==> src/rtl/scsi_pe_pkg.sv <==
package scsi_pe_pkg;
  localparam int NPH = 8;  // size of the 3-bit phase code space

  localparam logic [2:0] PH_DOUT = 3'd0;
  localparam logic [2:0] PH_DIN  = 3'd1;
  localparam logic [2:0] PH_CMD  = 3'd2;
  localparam logic [2:0] PH_STAT = 3'd3;
  localparam logic [2:0] PH_MOUT = 3'd6;
  localparam logic [2:0] PH_MIN  = 3'd7;

  localparam logic [2:0] RES_NONE = 3'd0;
  localparam logic [2:0] RES_OK   = 3'd1;
  localparam logic [2:0] RES_BSY  = 3'd2;
  localparam logic [2:0] RES_BAD  = 3'd4;
  localparam logic [2:0] RES_TMO  = 3'd5;

  typedef enum logic [1:0] {
    ST_IDLE = 2'd0,
    ST_WAIT = 2'd1,
    ST_ACK  = 2'd2
  } pe_state_t;

  function automatic logic ph_has_ptr(input logic [2:0] p);
    return !(p == 3'd4 || p == 3'd5);
  endfunction
endpackage

==> src/rtl/scsi_pe_ptr_table.sv <==
module scsi_pe_ptr_table
  import scsi_pe_pkg::*;
#(
  parameter int AW = 32
) (
  input  logic          clk,
  input  logic          rst_n,
  input  logic          ld_en,
  input  logic [2:0]    ld_idx,
  input  logic [AW-1:0] ld_val,
  input  logic          sv_en,
  input  logic [2:0]    sv_idx,
  input  logic [AW-1:0] sv_val,
  input  logic [2:0]    rd_a_idx,
  output logic [AW-1:0] rd_a,
  input  logic [2:0]    rd_b_idx,
  output logic [AW-1:0] rd_b,
  output logic [AW-1:0] min_ptr
);
  logic [AW-1:0] ent [NPH];

  for (genvar g = 0; g < NPH; g++) begin : g_ent
    if (ph_has_ptr(3'(g))) begin : g_reg
      logic [AW-1:0] r;
      logic          wr_sv, wr_ld;
      assign wr_sv = sv_en && (sv_idx == 3'(g));
      assign wr_ld = ld_en && (ld_idx == 3'(g));
      always_ff @(posedge clk or negedge rst_n) begin
        if (!rst_n)     r <= '0;
        else if (wr_sv) r <= sv_val;
        else if (wr_ld) r <= ld_val;
      end
      assign ent[g] = r;
    end else begin : g_none
      assign ent[g] = '0;
    end
  end

  assign rd_a    = ent[rd_a_idx];
  assign rd_b    = ent[rd_b_idx];
  assign min_ptr = ent[PH_MIN];
endmodule

==> src/rtl/scsi_pe_wdog.sv <==
module scsi_pe_wdog #(
  parameter int LIMIT = 1000
) (
  input  logic clk,
  input  logic rst_n,
  input  logic clr,
  input  logic en,
  output logic expired
);
  localparam int CW = $clog2(LIMIT + 1);
  logic [CW-1:0] cnt_q, cnt_d;

  assign expired = (cnt_q == CW'(LIMIT));

  always_comb begin
    cnt_d = cnt_q;
    if (clr)                 cnt_d = '0;
    else if (en && !expired) cnt_d = cnt_q + 1'b1;
  end

  always_ff @(posedge clk or negedge rst_n) begin
    if (!rst_n) cnt_q <= '0;
    else        cnt_q <= cnt_d;
  end
endmodule

==> src/rtl/scsi_pe_ctrl.sv <==
module scsi_pe_ctrl
  import scsi_pe_pkg::*;
#(
  parameter int AW = 32
) (
  input  logic          clk,
  input  logic          rst_n,
  input  logic          start,
  input  logic          bsy,
  input  logic          req,
  input  logic [2:0]    bus_ph,
  input  logic [7:0]    data_i,
  input  logic [7:0]    mem_rdata,
  input  logic          wd_exp,
  input  logic [AW-1:0] tbl_new,
  input  logic [AW-1:0] tbl_min,
  output logic          ack,
  output logic [7:0]    data_o,
  output logic          data_oe,
  output logic [AW-1:0] mem_addr,
  output logic [7:0]    mem_wdata,
  output logic          mem_we,
  output logic          sv_en,
  output logic [2:0]    sv_idx,
  output logic [AW-1:0] sv_val,
  output logic          wd_clr,
  output logic          busy,
  output logic          done,
  output logic [2:0]    result
);
  pe_state_t     st_q, st_d;
  logic [2:0]    ph_q, ph_d;
  logic          vld_q, vld_d;
  logic [AW-1:0] ptr_q, ptr_d;
  logic          msg_q, msg_d;
  logic          done_q, done_d;
  logic [2:0]    res_q, res_d;
  logic          msg_now, fin;
  logic [2:0]    fin_res;

  // message-in counts as received once its pointer has moved off the start value
  assign msg_now = msg_q || (vld_q && ph_q == PH_MIN && ptr_q != tbl_min);

  always_comb begin
    st_d    = st_q;
    ph_d    = ph_q;
    vld_d   = vld_q;
    ptr_d   = ptr_q;
    msg_d   = msg_q;
    res_d   = res_q;
    done_d  = 1'b0;
    sv_en   = 1'b0;
    mem_we  = 1'b0;
    wd_clr  = 1'b0;
    fin     = 1'b0;
    fin_res = RES_NONE;
    unique case (st_q)
      ST_IDLE: begin
        if (start) begin
          st_d   = ST_WAIT;
          vld_d  = 1'b0;
          msg_d  = 1'b0;
          res_d  = RES_NONE;
          wd_clr = 1'b1;
        end
      end
      default: begin
        if (wd_exp) begin
          fin     = 1'b1;
          fin_res = RES_TMO;
        end else if (!bsy) begin
          fin     = 1'b1;
          fin_res = msg_now ? RES_OK : RES_BSY;
        end else if (st_q == ST_WAIT && req) begin
          wd_clr = 1'b1;
          if (!vld_q || bus_ph != ph_q) begin
            sv_en = vld_q;
            msg_d = msg_now;
            if (tbl_new == '0) begin
              fin     = 1'b1;
              fin_res = RES_BAD;
            end else begin
              ph_d  = bus_ph;
              ptr_d = tbl_new;
              vld_d = 1'b1;
            end
          end else begin
            mem_we = ph_q[0];
            st_d   = ST_ACK;
          end
        end else if (st_q == ST_ACK && !req) begin
          wd_clr = 1'b1;
          st_d   = ST_WAIT;
          ptr_d  = ptr_q + 1'b1;
        end
        if (fin) begin
          st_d   = ST_IDLE;
          sv_en  = vld_q;
          vld_d  = 1'b0;
          done_d = 1'b1;
          res_d  = fin_res;
        end
      end
    endcase
  end

  always_ff @(posedge clk or negedge rst_n) begin
    if (!rst_n) begin
      st_q   <= ST_IDLE;
      ph_q   <= '0;
      vld_q  <= 1'b0;
      ptr_q  <= '0;
      msg_q  <= 1'b0;
      done_q <= 1'b0;
      res_q  <= RES_NONE;
    end else begin
      st_q   <= st_d;
      ph_q   <= ph_d;
      vld_q  <= vld_d;
      ptr_q  <= ptr_d;
      msg_q  <= msg_d;
      done_q <= done_d;
      res_q  <= res_d;
    end
  end

  assign sv_idx    = ph_q;
  assign sv_val    = ptr_q;
  assign busy      = (st_q != ST_IDLE);
  assign ack       = (st_q == ST_ACK);
  assign data_oe   = busy && vld_q && !ph_q[0];
  assign data_o    = data_oe ? mem_rdata : 8'h00;
  assign mem_addr  = ptr_q;
  assign mem_wdata = data_i;
  assign done      = done_q;
  assign result    = res_q;
endmodule

==> src/rtl/scsi_phase_engine.sv <==
module scsi_phase_engine
  import scsi_pe_pkg::*;
#(
  parameter int AW          = 32,
  parameter int WDOG_CYCLES = 1000
) (
  input  logic          clk,
  input  logic          rst_n,
  input  logic          start,
  input  logic          bsy_i,
  input  logic          req_i,
  input  logic          msg_i,
  input  logic          cd_i,
  input  logic          io_i,
  input  logic [7:0]    data_i,
  output logic          ack_o,
  output logic [7:0]    data_o,
  output logic          data_oe_o,
  output logic [AW-1:0] mem_addr_o,
  output logic [7:0]    mem_wdata_o,
  input  logic [7:0]    mem_rdata_i,
  output logic          mem_we_o,
  input  logic          ptr_ld_i,
  input  logic [2:0]    ptr_sel_i,
  input  logic [AW-1:0] ptr_wdata_i,
  output logic [AW-1:0] ptr_rdata_o,
  output logic          done_o,
  output logic [2:0]    result_o
);
  logic [2:0]    bus_ph;
  logic          busy, wd_clr, wd_exp, sv_en, ld_en;
  logic [2:0]    sv_idx;
  logic [AW-1:0] sv_val, tbl_new, tbl_min;

  assign bus_ph = {msg_i, cd_i, io_i};
  assign ld_en  = ptr_ld_i && !busy;

  scsi_pe_ptr_table #(.AW(AW)) u_tbl (
    .clk      (clk),
    .rst_n    (rst_n),
    .ld_en    (ld_en),
    .ld_idx   (ptr_sel_i),
    .ld_val   (ptr_wdata_i),
    .sv_en    (sv_en),
    .sv_idx   (sv_idx),
    .sv_val   (sv_val),
    .rd_a_idx (bus_ph),
    .rd_a     (tbl_new),
    .rd_b_idx (ptr_sel_i),
    .rd_b     (ptr_rdata_o),
    .min_ptr  (tbl_min)
  );

  scsi_pe_wdog #(.LIMIT(WDOG_CYCLES)) u_wdog (
    .clk     (clk),
    .rst_n   (rst_n),
    .clr     (wd_clr),
    .en      (busy),
    .expired (wd_exp)
  );

  scsi_pe_ctrl #(.AW(AW)) u_ctrl (
    .clk       (clk),
    .rst_n     (rst_n),
    .start     (start),
    .bsy       (bsy_i),
    .req       (req_i),
    .bus_ph    (bus_ph),
    .data_i    (data_i),
    .mem_rdata (mem_rdata_i),
    .wd_exp    (wd_exp),
    .tbl_new   (tbl_new),
    .tbl_min   (tbl_min),
    .ack       (ack_o),
    .data_o    (data_o),
    .data_oe   (data_oe_o),
    .mem_addr  (mem_addr_o),
    .mem_wdata (mem_wdata_o),
    .mem_we    (mem_we_o),
    .sv_en     (sv_en),
    .sv_idx    (sv_idx),
    .sv_val    (sv_val),
    .wd_clr    (wd_clr),
    .busy      (busy),
    .done      (done_o),
    .result    (result_o)
  );
endmodule

==> config.mk <==
export PLATFORM = sky130hd
export DESIGN_NAME = scsi_phase_engine
export DESIGN_NICKNAME = d
export VERILOG_FILES = /design/src/rtl/scsi_pe_pkg.sv /design/src/rtl/scsi_pe_ptr_table.sv /design/src/rtl/scsi_pe_wdog.sv /design/src/rtl/scsi_pe_ctrl.sv /design/src/rtl/scsi_phase_engine.sv
export SDC_FILE = /design/constraint.sdc
export NUM_CORES = 1
export LEC_CHECK = 0
export ABC_AREA = 1
export BUFFER_PORTS_ARGS = -buffer_cell sky130_fd_sc_hd__buf_2
export CORE_MARGIN = 10
export CORE_UTILIZATION = 30
export DETAILED_ROUTE_END_ITERATION = 10
export HOLD_SLACK_MARGIN = 0.02
export SKIP_LAST_GASP = 1
export SYNTH_ARGS = -nofsm -noshare
export SYNTH_HDL_FRONTEND = slang
export SYNTH_SLANG_ARGS = --single-unit
==> constraint.sdc <==
create_clock -name clk -period 5.3 [get_ports clk]
set_input_delay 0 -clock clk [delete_from_list [all_inputs] [get_ports clk]]
set_output_delay 0 -clock clk [all_outputs]
set_load 0.05 [all_outputs]
==> results_dict.tcl <==
set metrics [dict create \
    outcome "completed" \
    power.density_nw_per_um2 519 \
    rsz0062_at_grt "no" \
    finalClockSkew_ps 29.9 \
    max_slew_margin 0.102 \
    fin_nets 2829 \
    port_buffers 130 \
    gp_congestion 0.885 \
    fp.dieW_um 262 \
    cts.clk_slew.worst_paths_ps 60 \
    grt_max_degree 130 \
    cts_inserted_buffers 31 \
    cts_tree "built" \
    arrival_ps 4270 \
    vias 18831 \
    drv_slew 0 \
    grt_usage 0.204 \
    irDropWorstVdd_mv 0.279 \
    synth-xor-area-share 0.0264 \
    fin_crit_ps 3800 \
    syn_area_um2 17600 \
    fin_hold_ws_ps 37.3 \
    synth_top_family_by_area "simple AND/OR/NAND/NOR gates" \
    post-cts-setup-buffers 0 \
    initialDrtViolationCount 1922 \
    path_cells "nor2_1, nand2_1, inv_1, nand2_1, nor2_4, inv_1, buf_4, nand3_1, nand2_1" \
    fin_cells 3555 \
    dp_cells 3453 \
    finalHoldViolations 0 \
    grt_antenna_before_repair 2 \
    first_pass_iters 5 \
    dp_hpwl_mm 46.3 \
    wl_mm 72.0 \
    critical_path.startpoint_type "flip-flop" \
    initial_core_util 0.304 \
    cts_root_buffer "clkbuf_16" \
    die-area_um2 68600 \
    viasPerCell 5.30 \
    synth-seq-cells 245 \
    synthAdderAreaFrac 0.00214 \
    grt_pass1_vias 17811 \
    fin_crit_sh 0.717 \
    drc 0 \
    overflow 0 \
    drtAntennaViolNets 0 \
    finalSetupViolCount 0 \
    max_cap_viol_count 0 \
    slowest_stage "nor2_4" \
    yosysWarningCount 0 \
    min_path_type "in2async" \
    ys_types 40 \
    critPathKind "reg2reg" \
    netlist_instances 2714 \
    ctsResizeCount 0 \
    avgSynthCellArea_um2 6.47 \
    antenna_cells 0 \
    fin_tns_setup_ps 0 \
    clk_path_buf_depth 3 \
    synth_compound_area_frac 0.0960 \
    ios 147 \
    synthMuxAreaShare 0.0182 \
    core_um2 57800 \
    grt_pass1_wl_mm 110 \
    crit_fanout 33 \
    areaGrowthSynthToFinish_pct 15.1 \
    cts_hold_buf 45 \
    routedWlPerCell_um 20.3 \
    crit_required_ps 5770 \
    tightest_slew_ps 1340 \
    slowest_delay_ps 950 \
    layout-drive-gt1-share 0.0946 \
    end_kind "flip-flop" \
    cts_sinks 245 \
    seq_area_frac_synth 0.349 \
    leakagePower_nw 10.6 \
    cts_max_level 1 \
    finalPower_mw 10.5 \
    max_freq_mhz 263 \
    cp_common_cell "nand2_1" \
    synth_fp_nets 2777 \
    rows 88 \
    die_y_um 262 \
    synthSimpleGateAreaFrac 0.404 \
    worstSkewPairLatency_ps 600 \
]
-- sequential cells by signal, summed over array words and instances (netlist names), 2 cells and up --
| name | cells |
|---|---|
| u_wdog.cnt_q | 10 |
| u_ctrl.st_q | 2 |
| u_ctrl.result | 3 |
| u_tbl.min_ptr | 32 |
| u_ctrl.mem_addr | 32 |
| u_ctrl.sv_idx | 3 |
| u_tbl.g_ent.g_reg.r | 160 |
-- metrics by stage --
stage | util | cell area, um^2 | setup slack [ps]
floorplan | - | 17600 | 2700
global placement | 0.323 | 18700 | 1360
detailed placement | 0.323 | 18700 | 1340
CTS | 0.350 | 20200 | 1520
global route | 0.350 | 20200 | 1260
finish | 0.350 | 20200 | 1500
-- placed cells by master, fill, tap and decap left out, types with 5 or more instances in the layout --
cell	n
a21oi_1	45
a22oi_1	34
buf_2	128
buf_4	43
clkbuf_1	5
clkbuf_16	31
clkbuf_8	11
clkinv_1	13
clkinv_2	6
dfrtp_1	245
dlygate4sd3_1	45
inv_1	216
mux2i_1	32
nand2_1	1002
nand3_1	235
nand3_2	6
nand4_1	176
nor2_1	142
nor2_4	8
nor3_1	50
nor3_2	6
o21ai_0	147
o21ai_1	44
o22ai_1	29
or2_2	7
xnor2_1	27
xor2_1	26
-- synthesized netlist by cell type --
| cell | number | area [um^2] |
|---|---|---|
| o22ai_1 | 29 | 181 |
| buf_1 | 13 | 48.8 |
| o21a_1 | 1 | 7.51 |
| xnor2_1 | 27 | 236 |
| or2_2 | 7 | 43.8 |
| o211ai_2 | 1 | 12.5 |
| nor4_1 | 3 | 18.8 |
| dfrtp_1 | 245 | 6130 |
| nand3b_1 | 1 | 7.51 |
| nand3_1 | 237 | 1190 |
| clkinv_1 | 13 | 48.8 |
| nand3_4 | 3 | 52.6 |
| nand4_1 | 176 | 1100 |
| o21ai_1 | 44 | 220 |
| a22oi_1 | 34 | 255 |
| o21ai_0 | 147 | 736 |
| nor2_2 | 1 | 6.26 |
| a31oi_1 | 2 | 12.5 |
| a221o_1 | 1 | 10.0 |
| nor3_1 | 55 | 275 |
| o2111ai_1 | 2 | 17.5 |
| nor2_4 | 1 | 11.3 |
| buf_6 | 15 | 169 |
| nand2_1 | 1004 | 3770 |
| buf_4 | 10 | 75.1 |
| inv_1 | 216 | 811 |
| ha_1 | 3 | 37.5 |
| a21oi_1 | 45 | 225 |
| nand2_4 | 1 | 11.3 |
| inv_2 | 1 | 3.75 |
| inv_4 | 1 | 6.26 |
| xor2_1 | 26 | 228 |
| nand3_2 | 4 | 40.0 |
| buf_2 | 39 | 195 |
| nor2_1 | 149 | 559 |
| nor3_2 | 1 | 10.0 |
| clkbuf_1 | 122 | 458 |
| mux2i_1 | 32 | 320 |
| buf_8 | 1 | 15.0 |
| o211ai_1 | 1 | 7.51 |
-- layer usage --
layer,part of all wire,global-route usage,up-vias
li1,-,-,8993
met1,0.44,0.281,8869
met2,0.45,0.322,843
met3,0.083,0.0382,122
met4,0.024,0.0589,4
met5,0.00038,0,-
-- final cells by class --
cell class                 count  area, um^2
fill                        6208       37600
tap                          765         957
sequential                   245        6130
clock inverter                10         129
multi-input combinational   2038        9710
timing repair buffer         219        1470
clock buffer                  47         946
inverter                     231         870
-- critical path: cells and delay by family (launching register included) --
family	cells	cell delay, ps
flops	1	410
simple gates	6	1860
buf+inv	3	1360
-- worst paths after layout --
path                                           startpoint  cells after the start  slack, ps                         end
worst max-delay path                       u_ctrl.st_q[0]                      9       1500  u_tbl.g_ent[1].g_reg.r[18]
worst min-delay path                                rst_n                      2         40  u_tbl.g_ent[1].g_reg.r[16]
worst max register to register             u_ctrl.st_q[0]                      9       1500  u_tbl.g_ent[1].g_reg.r[18]
worst min register to register  u_tbl.g_ent[2].g_reg.r[9]                      2        500   u_tbl.g_ent[2].g_reg.r[9]
max in group asynchronous                           rst_n                      3       4010           u_tbl.min_ptr[23]
min in group clk                                    msg_i                      7        200                u_ctrl.msg_q
-- kinds of logic (layout without fill, tap and decap cells) --
| group | after synthesis | in the layout |
|---|---|---|
| AO/OA/AOI/OAI | 307 | 307 |
| flip-flops | 245 | 245 |
| buffers and inverters | 431 | 507 |
| XOR/XNOR | 53 | 53 |
| adder cells (fa/ha/maj) | 3 | 3 |
| AND/OR/NAND/NOR | 1643 | 1643 |
| multiplexers | 32 | 32 |
-- power breakdown --
group / internal (mW) / leakage, nW / switching [mW] / total (mW)
clock network: 1.36 / 0.537 / 0.914 / 2.28
logic: 1.36 / 6.94 / 3.26 / 4.62
registers: 2.69 / 3.08 / 0.905 / 3.60
No activity file was read; power rests on OpenSTA's default activity.
